==> src/rtl/lb_diag_pkg.sv <==
package lb_diag_pkg;
  localparam int ID_W  = 6;
  localparam int CTL_W = 3;
  localparam int PST_W = 3;
  localparam int SRS_W = 2;
  localparam int ST_W  = PST_W + SRS_W;

  typedef enum logic {
    SEL_WORD = 1'b0,
    SEL_PORT = 1'b1
  } id_sel_e;
endpackage

==> src/rtl/lb_word_capture.sv <==
module lb_word_capture #(
  parameter int WORD_W = 26
) (
  input  logic              clk,
  input  logic              rst_n,
  input  logic              valid,
  input  logic [WORD_W-1:0] data,
  output logic [WORD_W-1:0] cap_q
);
  always_ff @(posedge clk or negedge rst_n) begin
    if (!rst_n)     cap_q <= '0;
    else if (valid) cap_q <= data;
  end
endmodule

==> src/rtl/lb_mode_ctrl.sv <==
module lb_mode_ctrl
  import lb_diag_pkg::*;
(
  input  logic    clk,
  input  logic    rst_n,
  input  logic    diag0,
  input  logic    diag1,
  output logic    show_card,
  output id_sel_e sel,
  output logic    echo
);
  logic    held_q;
  id_sel_e last_q;
  logic    any_diag, one_diag;

  assign any_diag  = diag0 | diag1;
  assign one_diag  = diag0 ^ diag1;
  assign echo      = diag0 & diag1;
  assign show_card = held_q & ~any_diag;
  assign sel       = one_diag ? (diag1 ? SEL_PORT : SEL_WORD) : last_q;

  always_ff @(posedge clk or negedge rst_n) begin
    if (!rst_n) begin
      held_q <= 1'b1;
      last_q <= SEL_WORD;
    end else begin
      if (any_diag) held_q <= 1'b0;
      if (one_diag) last_q <= sel;
    end
  end
endmodule

==> src/rtl/lb_port_mux.sv <==
module lb_port_mux
  import lb_diag_pkg::*;
#(
  parameter int CARD_ID = 1
) (
  input  logic             show_card,
  input  id_sel_e          sel,
  input  logic [ID_W-1:0]  cap_low,
  input  logic [CTL_W-1:0] ctl,
  input  logic             ctl_n,
  input  logic             mode,
  output logic [ID_W-1:0]  id
);
  localparam logic [ID_W-1:0] CARD_VAL = ID_W'(CARD_ID);
  localparam int PAD_W = ID_W - CTL_W - 2;

  logic [ID_W-1:0] port_word;
  assign port_word = {{PAD_W{1'b0}}, ctl, ctl_n, mode};

  always_comb begin
    if (show_card)             id = CARD_VAL;
    else if (sel == SEL_PORT)  id = port_word;
    else                       id = cap_low;
  end
endmodule

==> src/rtl/lb_status_echo.sv <==
module lb_status_echo
  import lb_diag_pkg::*;
(
  input  logic            clk,
  input  logic            rst_n,
  input  logic            echo,
  input  logic [ST_W-1:0] cap_low,
  output logic [ST_W-1:0] stat
);
  logic [ST_W-1:0] stat_q;

  always_ff @(posedge clk or negedge rst_n) begin
    if (!rst_n)    stat_q <= '0;
    else if (echo) stat_q <= cap_low;
  end

  assign stat = echo ? cap_low : stat_q;
endmodule

==> src/rtl/lb_diag_mux.sv <==
module lb_diag_mux
  import lb_diag_pkg::*;
#(
  parameter int WORD_W  = 26,
  parameter int NPORT   = 2,
  parameter int CARD_ID = 1
) (
  input  logic                        clk,
  input  logic                        rst_n,
  input  logic                        diag0,
  input  logic                        diag1,
  input  logic                        word_valid,
  output logic                        word_ready,
  input  logic [WORD_W-1:0]           word_data,
  input  logic [NPORT-1:0][CTL_W-1:0] port_ctl,
  input  logic [NPORT-1:0]            port_ctl_n,
  input  logic [NPORT-1:0]            port_mode,
  output logic [NPORT-1:0][ID_W-1:0]  card_id,
  output logic [NPORT-1:0][PST_W-1:0] pstat,
  output logic [NPORT-1:0][SRS_W-1:0] srstat
);
  logic [WORD_W-1:0] cap_q;
  logic              show_card, echo;
  id_sel_e           sel;
  logic [ST_W-1:0]   stat;

  assign word_ready = 1'b1;

  lb_word_capture #(.WORD_W(WORD_W)) u_cap (
    .clk(clk), .rst_n(rst_n), .valid(word_valid), .data(word_data), .cap_q(cap_q)
  );

  lb_mode_ctrl u_mode (
    .clk(clk), .rst_n(rst_n), .diag0(diag0), .diag1(diag1),
    .show_card(show_card), .sel(sel), .echo(echo)
  );

  lb_status_echo u_stat (
    .clk(clk), .rst_n(rst_n), .echo(echo), .cap_low(cap_q[ST_W-1:0]), .stat(stat)
  );

  for (genvar p = 0; p < NPORT; p++) begin : g_port
    lb_port_mux #(.CARD_ID(CARD_ID)) u_mux (
      .show_card(show_card),
      .sel(sel),
      .cap_low(cap_q[ID_W-1:0]),
      .ctl(port_ctl[p]),
      .ctl_n(port_ctl_n[p]),
      .mode(port_mode[p]),
      .id(card_id[p])
    );
    assign pstat[p]  = stat[ST_W-1:SRS_W];
    assign srstat[p] = stat[SRS_W-1:0];
  end
endmodule

==> config.mk <==
export PLATFORM = sky130hd
export DESIGN_NAME = lb_diag_mux
export DESIGN_NICKNAME = d
export VERILOG_FILES = /design/src/rtl/lb_diag_pkg.sv /design/src/rtl/lb_word_capture.sv /design/src/rtl/lb_mode_ctrl.sv /design/src/rtl/lb_port_mux.sv /design/src/rtl/lb_status_echo.sv /design/src/rtl/lb_diag_mux.sv
export SDC_FILE = /design/constraint.sdc
export NUM_CORES = 1
export LEC_CHECK = 0
export CORE_ASPECT_RATIO = 0.75
export CORE_MARGIN = 3
export CORE_UTILIZATION = 40
export CTS_CLUSTER_DIAMETER = 120
export DETAILED_ROUTE_END_ITERATION = 8
export DONT_BUFFER_PORTS = 1
export GPL_ROUTABILITY_DRIVEN = 1
export PLACE_DENSITY = 0.63
export SLEW_MARGIN = 0
export SYNTH_ARGS = -nofsm -noshare
export SYNTH_HDL_FRONTEND = slang
export SYNTH_SLANG_ARGS = --single-unit
==> constraint.sdc <==
create_clock -name clk -period 1.4 [get_ports clk]
set_clock_uncertainty 0.05 [all_clocks]
set_input_delay 0.14 -clock clk [delete_from_list [all_inputs] [get_ports clk]]
set_output_delay 0.14 -clock clk [all_outputs]
set_load 0.01 [all_outputs]
Word-level counts from Yosys, hierarchy flattened
Index checks and enable logic that the tools add are counted.
- register bits after elaboration: 13
- input bits: 41
- output and inout port bits: 23
- logic and storage cells: 16
- mux-type cells: 7
- bitwise gates (word level): 5
- operators with widths (operator ; number):
    6-bit two-way mux ; 4
    5-bit two-way mux ; 1
    1-bit bitwise AND ; 2
    1-bit two-way mux ; 2
    1-bit inverter ; 1
    1-bit OR ; 1
    1-bit bitwise XOR ; 1

Logic depth before layout (Yosys ltp)
- depth in word-level cells: 4
- mapped depth: 6
- gate-level depth less buffers: 4

Cells and area by module
Synthesis repeated with hierarchy kept, for this count alone.
- cell total of the unflattened synthesis: 106
- area, all modules: 1601.5 um^2
- by module, submodules not included (module ; instances ; cells each ; area each (um^2) ; sequential area each (um^2)):
    lb_word_capture ; 1 ; 55 ; 1069.8 ; 650.6
    lb_port_mux ; 2 ; 12 ; 91.3 ; 0.0
    lb_status_echo ; 1 ; 10 ; 181.4 ; 125.1
    lb_mode_ctrl ; 1 ; 10 ; 118.9 ; 51.3
    lb_diag_mux ; 1 ; 7 ; 48.8 ; 0.0

Least setup slack after synthesis
OpenSTA, ideal clock, no wires.
- path kind: input-to-output
- start: input port diag0
- end: output port card_id[11] (netlist bit)
- arrival: 1.353 ns
- data required time: 1.210 ns
- slack: -0.143 ns
- stages on the path: 6
- path buffers: 2
- cell sequence: inv_1 ha_1 mux2_4 buf_6 nor3b_2 buf_4
- RTL lines (element ; line ; RTL):
    start: declaration ; lb_diag_mux.sv:10 ; input logic diag0,
    end: declaration ; lb_diag_mux.sv:18 ; output logic [NPORT-1:0][ID_W-1:0] card_id,

==> impl_metrics.yaml <==
status:
  status: "complete, but fails checks"
  violations: "negative setup slack"
global_route:
  use_met3_pct: 5.949
  gr-total-overflow: 0
  grt_pass1_vias: 652
  globalRouteMet1Util_pct: 16.70
  antenna_found_initial: 0
  grt_util_met2_pct: 26.95
  grt_pass1_wl_um: 2918
  top_usage_layer: "met2"
  grt_use_total_pct: 14.99
  grt_start_max_net_pins: 17
layout:
  final_core_util_pct: 54.66
  area_growth_pct: 21.62
  n_antenna_cell: 0
  fin_cells: 98
  nets: 120
  final_area_um2: 1013
  drive_gt1_share_pct: 56.58
floorplanning:
  start_util_pct: 44.94
  core_area_um2: 1854
  die_h_um: 45.53
  io_pins: 64
  dieArea_um2: 2673
  num_rows: 13
  die_w_um: 58.71
timing:
  setup_viol: 12
  fmax_mhz: 657.7
  worstMarginPinSlew_ns: 0.5735
  rsz0062_at_grt: "yes"
  report.final.slew_viol_count: 0
  period_share_pct: 108.6
  hold_violations: 0
  worst_slack_ns: -0.1205
  fin_tns_setup_ns: -1.198
  relSlewSlack_pct: 61.64
  period_needed_ns: 1.521
synth:
  synth_top_area_share_pct: 36.04
  avgSynthCellArea_um2: 12.25
  synth_cell_types: 16
  yosysTopAreaCell: "dfrtp_1"
  ys_ff_latch: 13
  seq_area_frac_synth_pct: 39.19
  syn_nets: 111
  yosys_warnings: 0
  syn-cell-area_um2: 833.3
  synth_top_cells_by_area: "dfrtp_1, mux2_2, a21bo_2, mux2i_1, buf_4"
  syn_inst: 68
cts:
  numCtsBuffers: 3
  htreeDepth: 1
  clk_pin_slew_ns: 0.07
  cts_root_buffer: "clkbuf_4"
  cts.sinks: 13
  clock_latency_ns: 0.28
  cts_buffer_depth: 2
  cts_tree: "yes"
critical_path:
  end_kind: "primary output"
  crit_type: "flop to primary output"
  start_kind: "flop"
  crit_fanout: 6
  crit_required_ns: 1.21
  critPathArrivalTime_ns: 1.33
detailed_routing:
  vias: 535
  drtPass1Iterations: 3
  drt-total-wl_um: 1713
  drt_iter0_markers: 11
  ant_nets: 0
  viasPerCell: 5.459
  drc_errors: 0
  routedWlPerCell_um: 17.48
power_and_ir_drop:
  ir_drop_v: 0.0005861
  p_leak_nw: 0.4398
  power.total_mw: 1.027
  powerDensity_nw_per_um2: 1013
placement:
  hpwl_um: 1140
  dp_cells: 79
  place.port_buffers: 0
  routabilityCongestion: 0.6291
  placed_area_um2: 814.5
job:
  maxCapViolations: 0
worst_hold_path:
  hold_class: "input port to flop"
[metrics by stage]
stage,hold WS [ns],setup WS [ns]
after global routing,0.1939,-0.1847
after floorplan,-0.2056,-0.05792
after detailed placement,-0.2054,0.06801
after CTS,0.1737,-0.1209
final,0.2079,-0.1205
after global placement,-0.2053,0.06754
[registers in the layout, summed over array words and instances, names as in the netlist]
name,cells
u_stat.stat_q,5
u_cap.cap_q,6
u_mode.held_q,1
u_mode.last_q,1
[critical path: stages (launching register included)]
cell     delay (ns)
dfrtp_1        0.39
mux2_2         0.39
mux2i_2        0.28
[synthesized netlist by cell type]
cell	number
dfrtp_1	12
mux2_2	11
buf_4	7
and2_1	1
a21oi_1	3
dfstp_2	1
buf_2	2
nor3b_2	1
ha_1	2
clkbuf_1	1
inv_1	2
buf_6	1
conb_1	1
mux2_4	1
mux2i_1	10
a21bo_2	12
[cell type report]
type                    count  area (um2)
repair buffers             14       130.1
well taps                  22       27.53
multi-input cells          43       483.0
clock buffers               4       26.28
inverters                   2       20.02
flip-flops and latches     13       326.6
fillers                   160       840.8
[path summary, 6_finish.rpt]
kind                                            start                         end  slack (ns)  cells after the start
max                         u_mode.last_q$_DFFE_PN0P_                  card_id[7]       -0.12                      2
min                                             diag1   u_mode.last_q$_DFFE_PN0P_        0.21                      1
max reg2reg                u_cap.cap_q[1]$_DFFE_PN0P_  u_cap.cap_q[1]$_DFFE_PN0P_        0.04                      2
min reg2reg                u_cap.cap_q[3]$_DFFE_PN0P_  u_cap.cap_q[3]$_DFFE_PN0P_        0.49                      1
max in group asynchronous                       rst_n   u_mode.held_q$_DFFE_PN1P_        0.67                      1
min in group asynchronous                       rst_n  u_stat.stat_q[1]$_DFF_PN0_        0.24                      1
[layout by cell type, fill, tap and decap left out]
master	n
clkbuf_4	3
inv_8	1
ha_1	1
ha_4	1
mux2_4	1
mux2i_1	4
dlygate4sd3_1	10
a21oi_1	3
dfstp_2	1
nor3b_4	1
inv_6	1
mux2i_2	5
mux2_2	12
conb_1	1
a21bo_2	12
buf_4	4
dfrtp_1	12
clkbuf_1	1
mux2i_4	1
and2_1	1
[layer usage]
| layer | up-vias | share of wire (%) |
|---|---|---|
| met3 | 2 | 8.1 |
| met2 | 20 | 51 |
| met4 | 0 | 0.58 |
| met1 | 266 | 41 |
| li1 | 247 | - |
| met5 | - | 0 |
[kinds of logic after synthesis]
group	Yosys count	share of synthesized area, %
adders and majority gates	2	3.003
and+or+nand+nor	2	2.252
AOI/OAI and AO/OA	15	16.22
muxes	22	28.68
DFF	13	39.19
buffers and inverters	13	10.21
other	1	0.4500
[report_power, final]
part / switching, mW / internal (mW) / leakage [nW]
clock network: 0.116 / 0.111 / 0.0150
logic: 0.186 / 0.169 / 0.274
registers: 0.0210 / 0.425 / 0.151
total: 0.322 / 0.705 / 0.440
[timing repair]
item / in CTS / in global routing
gates cloned: 1 / 0
hold buffers: 13 / 1
setup buffers: 4 / 0
endpoints found under the setup margin: 12 / 16
endpoints found under the hold margin: 19 / 4
pin swaps: 1 / 0
gates resized for setup: 5 / 2
Power figures use the tool's default switching activity.
